**src/rtl/uart_rx_pkg.sv**
```systemverilog
package uart_rx_pkg;

  typedef enum logic [1:0] {
    PAR_NONE = 2'b00,
    PAR_EVEN = 2'b01,
    PAR_ODD  = 2'b10,
    PAR_RSVD = 2'b11
  } par_mode_e;

  typedef enum logic [2:0] {
    ST_OFF,
    ST_SEEK_HI,
    ST_WAIT_FALL,
    ST_START,
    ST_DATA,
    ST_PARITY,
    ST_STOP
  } rx_state_e;

  typedef struct packed {
    logic par_err;
    logic frm_err;
  } frame_err_t;

endpackage

```
**src/rtl/rx_line_sync.sv**
```systemverilog
module rx_line_sync #(
  parameter int STAGES = 2
) (
  input  logic clk,
  input  logic rst,
  input  logic pin,
  output logic line
);
  logic [STAGES-1:0] q;

  generate
    for (genvar i = 0; i < STAGES; i++) begin : g_stage
      if (i == 0) begin : g_first
        always_ff @(posedge clk) begin
          if (rst) q[0] <= 1'b1;
          else     q[0] <= pin;
        end
      end else begin : g_next
        always_ff @(posedge clk) begin
          if (rst) q[i] <= 1'b1;
          else     q[i] <= q[i-1];
        end
      end
    end
  endgenerate

  assign line = q[STAGES-1];
endmodule

```
**src/rtl/rx_frame_fsm.sv**
```systemverilog
module rx_frame_fsm
  import uart_rx_pkg::*;
#(
  parameter int DATA_W = 8,
  parameter int OVS    = 16
) (
  input  logic              clk,
  input  logic              rst,
  input  logic              active,
  input  logic              tick,
  input  logic              line,
  input  logic [1:0]        par_mode,
  output logic              commit,
  output logic [DATA_W-1:0] char_out,
  output frame_err_t        errs
);
  localparam int CNT_W = $clog2(OVS);
  localparam int MID   = OVS / 2;
  localparam int BIT_W = $clog2(DATA_W);
  localparam logic [CNT_W-1:0] MID_LAST = CNT_W'(MID - 1);
  localparam logic [CNT_W-1:0] BIT_LAST = CNT_W'(OVS - 1);
  localparam logic [BIT_W-1:0] IDX_LAST = BIT_W'(DATA_W - 1);

  rx_state_e         state;
  logic [CNT_W-1:0]  cnt;
  logic [BIT_W-1:0]  bit_idx;
  logic [DATA_W-1:0] sh;
  logic              par_bad;
  logic              has_par;
  logic              odd_sel;

  assign has_par = (par_mode == PAR_EVEN) || (par_mode == PAR_ODD);
  assign odd_sel = (par_mode == PAR_ODD);

  always_ff @(posedge clk) begin
    commit <= 1'b0;
    if (rst) begin
      state    <= ST_OFF;
      cnt      <= '0;
      bit_idx  <= '0;
      sh       <= '0;
      par_bad  <= 1'b0;
      char_out <= '0;
      errs     <= '0;
    end else if (!active) begin
      state <= ST_OFF;
    end else begin
      unique case (state)
        ST_OFF:       state <= ST_SEEK_HI;
        ST_SEEK_HI:   if (line) state <= ST_WAIT_FALL;
        ST_WAIT_FALL: if (!line) begin
          state <= ST_START;
          cnt   <= '0;
        end
        ST_START: if (tick) begin
          if (cnt == MID_LAST) begin
            cnt     <= '0;
            bit_idx <= '0;
            par_bad <= 1'b0;
            state   <= line ? ST_SEEK_HI : ST_DATA;
          end else begin
            cnt <= cnt + 1'b1;
          end
        end
        ST_DATA: if (tick) begin
          if (cnt == BIT_LAST) begin
            cnt <= '0;
            sh  <= {line, sh[DATA_W-1:1]};
            if (bit_idx == IDX_LAST) state <= has_par ? ST_PARITY : ST_STOP;
            else                     bit_idx <= bit_idx + 1'b1;
          end else begin
            cnt <= cnt + 1'b1;
          end
        end
        ST_PARITY: if (tick) begin
          if (cnt == BIT_LAST) begin
            cnt     <= '0;
            par_bad <= line ^ (^sh) ^ odd_sel;
            state   <= ST_STOP;
          end else begin
            cnt <= cnt + 1'b1;
          end
        end
        ST_STOP: if (tick) begin
          if (cnt == BIT_LAST) begin
            cnt           <= '0;
            commit        <= 1'b1;
            char_out      <= sh;
            errs.par_err  <= par_bad;
            errs.frm_err  <= ~line;
            state         <= ST_SEEK_HI;
          end else begin
            cnt <= cnt + 1'b1;
          end
        end
        default: state <= ST_OFF;
      endcase
    end
  end
endmodule

```
**src/rtl/rx_hold_reg.sv**
```systemverilog
module rx_hold_reg
  import uart_rx_pkg::*;
#(
  parameter int DATA_W = 8
) (
  input  logic              clk,
  input  logic              rst,
  input  logic              commit,
  input  logic [DATA_W-1:0] char_in,
  input  frame_err_t        errs,
  input  logic              rd_stb,
  input  logic              clr_err,
  output logic [DATA_W-1:0] rx_data,
  output logic              rx_full,
  output logic              done_pulse,
  output logic              err_parity,
  output logic              err_frame,
  output logic              err_overrun
);
  logic still_full;
  assign still_full = rx_full && !rd_stb;

  always_ff @(posedge clk) begin
    if (rst) begin
      rx_data     <= '0;
      rx_full     <= 1'b0;
      done_pulse  <= 1'b0;
      err_parity  <= 1'b0;
      err_frame   <= 1'b0;
      err_overrun <= 1'b0;
    end else begin
      done_pulse <= commit;
      if (commit && !still_full) begin
        rx_data <= char_in;
        rx_full <= 1'b1;
      end else if (rd_stb) begin
        rx_full <= 1'b0;
      end
      if (clr_err) begin
        err_parity  <= 1'b0;
        err_frame   <= 1'b0;
        err_overrun <= 1'b0;
      end
      if (commit && errs.par_err) err_parity  <= 1'b1;
      if (commit && errs.frm_err) err_frame   <= 1'b1;
      if (commit && still_full)   err_overrun <= 1'b1;
    end
  end
endmodule

```
**src/rtl/uart_rx_core.sv**
```systemverilog
module uart_rx_core
  import uart_rx_pkg::*;
#(
  parameter int DATA_W      = 8,
  parameter int OVS         = 16,
  parameter int SYNC_STAGES = 2
) (
  input  logic              clk,
  input  logic              rst,
  input  logic              pwr_en,
  input  logic              rx_en,
  input  logic              os_tick,
  input  logic              rx_pin,
  input  logic [1:0]        par_mode,
  input  logic              rd_stb,
  input  logic              clr_err,
  output logic [DATA_W-1:0] rx_data,
  output logic              rx_full,
  output logic              done_pulse,
  output logic              err_parity,
  output logic              err_frame,
  output logic              err_overrun
);
  logic              line_s;
  logic              active;
  logic              frame_commit;
  logic [DATA_W-1:0] frame_char;
  frame_err_t        frame_errs;

  assign active = pwr_en & rx_en;

  rx_line_sync #(.STAGES(SYNC_STAGES)) u_sync (
    .clk(clk), .rst(rst), .pin(rx_pin), .line(line_s)
  );

  rx_frame_fsm #(.DATA_W(DATA_W), .OVS(OVS)) u_frame (
    .clk(clk), .rst(rst), .active(active), .tick(os_tick), .line(line_s),
    .par_mode(par_mode), .commit(frame_commit), .char_out(frame_char),
    .errs(frame_errs)
  );

  rx_hold_reg #(.DATA_W(DATA_W)) u_hold (
    .clk(clk), .rst(rst), .commit(frame_commit), .char_in(frame_char),
    .errs(frame_errs), .rd_stb(rd_stb), .clr_err(clr_err),
    .rx_data(rx_data), .rx_full(rx_full), .done_pulse(done_pulse),
    .err_parity(err_parity), .err_frame(err_frame), .err_overrun(err_overrun)
  );
endmodule

```
**config.mk**
```make
export PLATFORM = sky130hd
export DESIGN_NAME = uart_rx_core
export DESIGN_NICKNAME = d
export VERILOG_FILES = /design/src/rtl/uart_rx_pkg.sv /design/src/rtl/rx_line_sync.sv /design/src/rtl/rx_frame_fsm.sv /design/src/rtl/rx_hold_reg.sv /design/src/rtl/uart_rx_core.sv
export SDC_FILE = /design/constraint.sdc
export NUM_CORES = 1
export LEC_CHECK = 0
export ABC_AREA = 1
export BUFFER_PORTS_ARGS = -buffer_cell sky130_fd_sc_hd__clkbuf_2
export CAP_MARGIN = 20
export CELL_PAD_IN_SITES_DETAIL_PLACEMENT = 0
export CELL_PAD_IN_SITES_GLOBAL_PLACEMENT = 2
export CORE_MARGIN = 2
export CORE_UTILIZATION = 27
export CTS_CLUSTER_DIAMETER = 30
export CTS_CLUSTER_SIZE = 16
export DETAILED_ROUTE_END_ITERATION = 10
export PLACE_DENSITY_LB_ADDON = 0.2
export SYNTH_ARGS = -nofsm -noshare
export SYNTH_HDL_FRONTEND = slang
export SYNTH_HIERARCHICAL = 1
export SYNTH_SLANG_ARGS = --single-unit
```
**constraint.sdc**
```tcl
create_clock -name clk -period 2.05 [get_ports clk]
set_clock_uncertainty 0.2 [all_clocks]
set_input_delay 0.41 -clock clk [delete_from_list [all_inputs] [get_ports clk]]
set_output_delay 0.41 -clock clk [all_outputs]
set_load 0.01 [all_outputs]
```
==> flow_metrics.tcl, run 1 <==
set metrics [dict create \
    run_status "completed" \
    report.final.setup_viol 0 \
    maxCapViolCount 0 \
    root_buffer "sky130_fd_sc_hd__clkbuf_8" \
    antenna_cells 0 \
    worst_setup_path_start_kind "register" \
    globalRoute.totalOverflow 0 \
    dieHeight_um 95.6 \
    cts_tree "yes" \
    io_buffer_count 22 \
    max-clock-path-buffers 2 \
    grt_usage_pct 11.4 \
    fin_nets 363 \
    area_delta_synth_final_pct 13.4 \
    finalWirelength_um 4850 \
    routed_via_density 4.31 \
    cts_hold_buffers 0 \
    drc 0 \
    dr.pass1.iters 4 \
    largest_family_of_logic_cells_by_synthesized_area "simple AND/OR/NAND/NOR gates" \
    setup_slack_ns 0.210 \
    first_pass_grt_wire_length_um 8210 \
    drt_iter0_markers 47 \
    clock_insertion_delay_worst_skew_ns 0.30 \
    cp_data_required_time_ns 2.09 \
    route.antenna.remaining_nets 0 \
    worst-path-max-fanout 10 \
    grt_antenna_before_repair 0 \
    detailed_place_hpwl_um 3550 \
    post_route_cells_drive_above_1_share_pct 16.6 \
    cts_resized 0 \
    die_w_um 95.6 \
    critical_path_arrival_ns 1.88 \
    core_area_um2 8180 \
    cts_htree_levels 2 \
    synth_nets 340 \
    critical_path.endpoint_type "register" \
    dp_worst_setup_slack_ns 0.180 \
    worst_setup_hold_path_clk_slew_ns 0.08 \
    share_of_the_clock_period_used_by_the_worst_path_after_layout_pct 89.8 \
    cts.sink_count 45 \
    worstSetupPathType "reg -> reg" \
    postSynthCellCount 326 \
    yosys.area_share.adder_pct 2.21 \
    start_util_pct 27.7 \
    final.min_clock_period_ns 1.84 \
    postSynthAreaPerCell_um2 6.95 \
    post_synth_instance_area_um2 2270 \
    sequential_area_share_after_synthesis_pct 39.7 \
    core.rowCount 33 \
    cts_buffers 5 \
    worst-slew-pin-transition_ns 0.393 \
    synth.yosys.warnings 6 \
    final_hold_viol_count 0 \
    synth_simple_gate_area_share_pct 29.6 \
    cts_setup_buffers 0 \
    achievable-frequency_mhz 543 \
    power_density_nw_per_um2 646 \
    gp_routability_congestion 0.710 \
    design.die.area_um2 9150 \
    synth.area.mux_share_pct 0 \
    power.leakage_uw 0.00114 \
    routed-via-count 1961 \
    vdd_drop_max_mv 0.349 \
    grt_max_degree 23 \
    fin_setup_tns_ns 0 \
    maxSlewHeadroom_pct 73.8 \
    setup_repair_after_global_routing_missed_its_margin "no" \
    worstHoldPathType "in -> reg" \
    postSynthRegisterBits 45 \
    grt_pass1_vias 1817 \
    num-fill-cells 935 \
    synthesized_area_fraction_occupied_by_ao_oa_aoi_and_oai_cells_pct 15.6 \
    xor_xnor_portion_of_the_synthesized_cell_area_pct 0.386 \
    boundaryPins 23 \
    number_of_different_library_cells_in_the_post_synthesis_netlist 30 \
    slew_viol_final 0 \
    detail_route.wl_per_cell_um 10.7 \
]
-- report_power, final --
part / switching, uW / internal, uW / total [uW]
logic: 43.7 / 23.8 / 67.5
clock network: 315 / 397 / 711
registers: 4.77 / 877 / 882
total: 363 / 1300 / 1660
-- synth_stat cells (all sizes together) --
master  number  area share [%]
inv         54             8.9
clkbuf       1            0.17
nor3         4             1.8
buf          8             3.3
o211ai       1            0.33
o22ai        1            0.28
o21ai       31             6.8
nand4        1            0.28
nand3       21             4.9
ha           4             2.2
a22oi        2            0.88
a21oi       33             7.3
nand2       72              13
nor3b        1            0.55
xnor2        1            0.39
nor2        46             9.3
dfxtp       45              40
-- stage by stage --
stage                     util, %  hold slack [ns]  instance area, um2  total power (uW)  instances
after floorplan                 -            0.187                2270               944        326
after global placement       29.9            0.196                2440               973        446
after detailed placement     29.9            0.196                2440               972        446
after CTS                    31.4           0.0777                2560              1690        454
after global routing         31.5           0.0891                2570              1740        455
final                        31.5           0.0860                2570              1660        455
-- worst max-delay path: stages (launching register included) --
cell                      delay (ns)
sky130_fd_sc_hd__dfxtp_1        0.36
sky130_fd_sc_hd__ha_1           0.19
sky130_fd_sc_hd__nand2_2        0.08
sky130_fd_sc_hd__nor2_2         0.14
sky130_fd_sc_hd__inv_2          0.06
sky130_fd_sc_hd__nor2_1         0.11
sky130_fd_sc_hd__inv_2          0.11
sky130_fd_sc_hd__nor2_2         0.35
sky130_fd_sc_hd__o21ai_1        0.10
sky130_fd_sc_hd__nor2_1         0.08
-- layout by cell type, fill, tap and decap left out, types with 2 or more instances in the layout --
| master | synthesis | layout |
|---|---|---|
| sky130_fd_sc_hd__ha_1 | 4 | 4 |
| sky130_fd_sc_hd__dfxtp_1 | 45 | 45 |
| sky130_fd_sc_hd__nor2_2 | 3 | 4 |
| sky130_fd_sc_hd__nand2_1 | 66 | 66 |
| sky130_fd_sc_hd__nor3_2 | 2 | 2 |
| sky130_fd_sc_hd__inv_1 | 47 | 47 |
| sky130_fd_sc_hd__inv_2 | 7 | 7 |
| sky130_fd_sc_hd__o21ai_0 | 24 | 24 |
| sky130_fd_sc_hd__o21ai_1 | 7 | 7 |
| sky130_fd_sc_hd__clkbuf_2 | 0 | 22 |
| sky130_fd_sc_hd__nor2_1 | 40 | 40 |
| sky130_fd_sc_hd__nor2_4 | 2 | 2 |
| sky130_fd_sc_hd__clkbuf_8 | 0 | 6 |
| sky130_fd_sc_hd__nand2_2 | 5 | 5 |
| sky130_fd_sc_hd__buf_4 | 2 | 2 |
| sky130_fd_sc_hd__nand3_1 | 20 | 20 |
| sky130_fd_sc_hd__a21oi_1 | 33 | 33 |
-- state kept, by name, indices dropped and copies added, names as in the netlist --
name,flops
u_frame/bit_idx,3
u_frame/char_out,8
u_frame/cnt,4
u_frame/commit,1
u_frame/errs,2
u_frame/par_bad,1
u_frame/sh,8
u_frame/state,3
u_hold/done_pulse,1
u_hold/err_frame,1
u_hold/err_overrun,1
u_hold/err_parity,1
u_hold/rx_data,8
u_hold/rx_full,1
u_sync/line,1
u_sync/q,1
-- worst paths after layout --
path | start | to | slack (ns) | depth (start not counted)
worst max-delay path | u_frame/cnt[1] | u_frame/errs[1] | 0.21 | 9
worst min-delay path | rx_pin | u_sync/q[0] | 0.09 | 3
worst max register to register | u_frame/cnt[1] | u_frame/errs[1] | 0.21 | 9
worst min register to register | u_sync/q[0] | u_sync/line | 0.21 | 2
-- per-layer routing --
layer	routed length, um	vias up	GRT usage, %	part of all wire [%]
met1	2370	857	14.4	49
met2	2310	20	19.1	48
li1	-	1077	-	-
met4	61	0	3.57	1.3
met3	108	7	2.85	2.2
met5	0	-	0	0
-- cells by family after synthesis --
| family | Yosys count |
|---|---|
| buffers and inverters | 63 |
| AND/OR/NAND/NOR | 145 |
| flip-flops | 45 |
| XOR/XNOR | 1 |
| AO/OA/AOI/OAI | 68 |
| adder cells (fa/ha/maj) | 4 |
-- layout make-up --
type	instances	area, um2	share of cell area [%]
clock buffers	6	82.6	3.21
clock inverters	2	37.5	1.46
inverters	54	203	7.88
multi-input cells	219	1090	42.4
flip-flops and latches	45	901	35.0
well taps	105	131	5.11
repair buffers	24	125	4.87
Note: power is estimated with default switching activity, not from simulation.
==> inputs of run 2 (changes only) <==
Settings changed: CORE_UTILIZATION 27 to 33.
==> run 2 against run 1 <==
Routed wire length up 0.25%; fmax up 2.3%; sequential power hardly changed; power decreased by 2.0%; count of clock-buffer cells in the layout is the same; non-clock buffer count is 1 lower; die area decreased by 17%; sequential share of layout area increased by 0.59 points; critical path type unchanged.
==> flow_metrics.tcl, run 2 (synthesized netlist as in run 1, its figures left out) <==
set metrics [dict create \
    grt_usage_pct 13.4 \
    dr.pass1.iters 4 \
    die_w_um 86.9 \
    io_buffer_count 22 \
    dp_worst_setup_slack_ns 0.191 \
    route.antenna.remaining_nets 0 \
    report.final.setup_viol 0 \
    top_signal_layer_used "met4" \
    gp_routability_congestion 0.772 \
    first_pass_grt_wire_length_um 8000 \
    mostFrequentLayoutCells "sky130_fd_sc_hd__nand2_1 (66), sky130_fd_sc_hd__inv_1 (47), sky130_fd_sc_hd__dfxtp_1 (45), sky130_fd_sc_hd__nor2_1 (40), sky130_fd_sc_hd__a21oi_1 (33)" \
    grt_antenna_before_repair 0 \
    grt_pass1_vias 1865 \
    cts.sink_count 45 \
    worst-path-max-fanout 10 \
    routed_via_density 4.63 \
    setup_slack_ns 0.252 \
    root_buffer "sky130_fd_sc_hd__clkbuf_8" \
    cp_data_required_time_ns 2.08 \
    finalWirelength_um 4860 \
    start_util_pct 33.7 \
    fin_setup_tns_ns 0 \
    globalRoute.totalOverflow 0 \
    max-clock-path-buffers 2 \
    share_of_the_clock_period_used_by_the_worst_path_after_layout_pct 87.7 \
    design.die.area_um2 7550 \
    final_hold_viol_count 0 \
    largestRegisters "u_frame/char_out x8, u_frame/sh x8, u_hold/rx_data x8" \
    multi_input_logic_area_um2 1100 \
    cts_hold_buffers 0 \
    cts_buffers 5 \
    cts_resized 0 \
    worst_setup_hold_path_clk_slew_ns 0.09 \
    worst_setup_path_start_kind "register" \
    post_route_cells_drive_above_1_share_pct 16.0 \
    detailed_place_hpwl_um 3480 \
    drt_iter0_markers 57 \
    cts_tree "yes" \
    m1WireLength_um 2330 \
    worst-slew-pin-transition_ns 0.676 \
    antenna_cells 0 \
    core_area_um2 6720 \
    met2WireLength_um 2370 \
    clock_insertion_delay_worst_skew_ns 0.30 \
    boundaryPins 23 \
    core.rowCount 30 \
    drc 0 \
    worstSetupPathType "reg -> reg" \
    achievable-frequency_mhz 556 \
    routed-via-count 1985 \
    instances_no_fill 429 \
    vdd_drop_max_mv 0.231 \
    worstHoldPathType "in -> reg" \
    critical_path.endpoint_type "register" \
    cts_htree_levels 2 \
    setup_repair_after_global_routing_missed_its_margin "no" \
    fin_nets 362 \
    num-fill-cells 725 \
    maxCapViolCount 0 \
    area_delta_synth_final_pct 11.5 \
    maxSlewHeadroom_pct 54.9 \
    slew_viol_final 0 \
    cts_setup_buffers 0 \
    critical_path_arrival_ns 1.83 \
    detail_route.wl_per_cell_um 11.3 \
    grt_max_degree 23 \
    final.min_clock_period_ns 1.80 \
    power_density_nw_per_um2 643 \
    seqCellArea_um2 901 \
    layout.cells.most_common "sky130_fd_sc_hd__nand2_1" \
    power.leakage_uw 0.00113 \
    wl_met3_um 116 \
    run_status "completed" \
    dieHeight_um 86.9 \
    total_power_uw 1630 \
    place.detailed.instances 420 \
]
[run 2: changes by cell type in the layout (fill, tap and decap cells not counted), sizes merged]
cell / previous run / this run
clkinvlp: 1 / 0
clkinv: 0 / 1
buf: 2 / 1
[run 2: critical path, stage by stage, from the launching register on]
cell and delay, ns:
sky130_fd_sc_hd__dfxtp_1 0.36, sky130_fd_sc_hd__ha_1 0.19, sky130_fd_sc_hd__nand2_2 0.08, sky130_fd_sc_hd__nor2_2 0.14, sky130_fd_sc_hd__inv_2 0.06, sky130_fd_sc_hd__nor2_1 0.12
sky130_fd_sc_hd__inv_2 0.12, sky130_fd_sc_hd__nor2_4 0.23, sky130_fd_sc_hd__o21ai_0 0.12, sky130_fd_sc_hd__a21oi_1 0.12
[run 2: power by group]
part,total (uW),switching [uW],internal (uW),leakage (uW)
Sequential,882,4.85,877,0.000363
Combinational,67.5,43.8,23.7,0.000714
Clock,678,312,366,0.0000554
Total,1630,360,1270,0.00113
[run 2: cell type report]
| class | count | share of cell area [%] |
|---|---|---|
| sequential | 45 | 35.6 |
| clock buffer | 6 | 2.87 |
| multi-input combinational | 219 | 43.3 |
| tap | 80 | 3.96 |
| timing repair buffer | 23 | 4.65 |
| inverter | 54 | 8.02 |
| clock inverter | 2 | 1.53 |
[run 2: path summary, 6_finish.rpt]
| check | to | slack, ns | cells past startpoint | start |
|---|---|---|---|---|
| setup / recovery | u_frame/char_out[5] | 0.25 | 9 | u_frame/cnt[0] |
| hold / removal | u_sync/q[0] | 0.08 | 3 | rx_pin |
| setup reg to reg | u_frame/char_out[5] | 0.25 | 9 | u_frame/cnt[0] |
| hold reg to reg | u_sync/line | 0.22 | 2 | u_sync/q[0] |
[run 2: layer usage]
layer,GRT usage (%),vias up
met5,0,-
met4,4.12,0
met3,3.70,4
met2,23.8,19
met1,15.5,888
li1,-,1074
[run 2: per-stage QoR]
step           cell area, um2  utilization [%]  hold WS, ns
2_1_floorplan            2270                -        0.187
3_3_place_gp             2410             35.8        0.196
3_5_place_dp             2410             35.8        0.200
4_1_cts                  2520             37.5       0.0744
5_1_grt                  2530             37.6       0.0756
6_report                 2530             37.6       0.0811
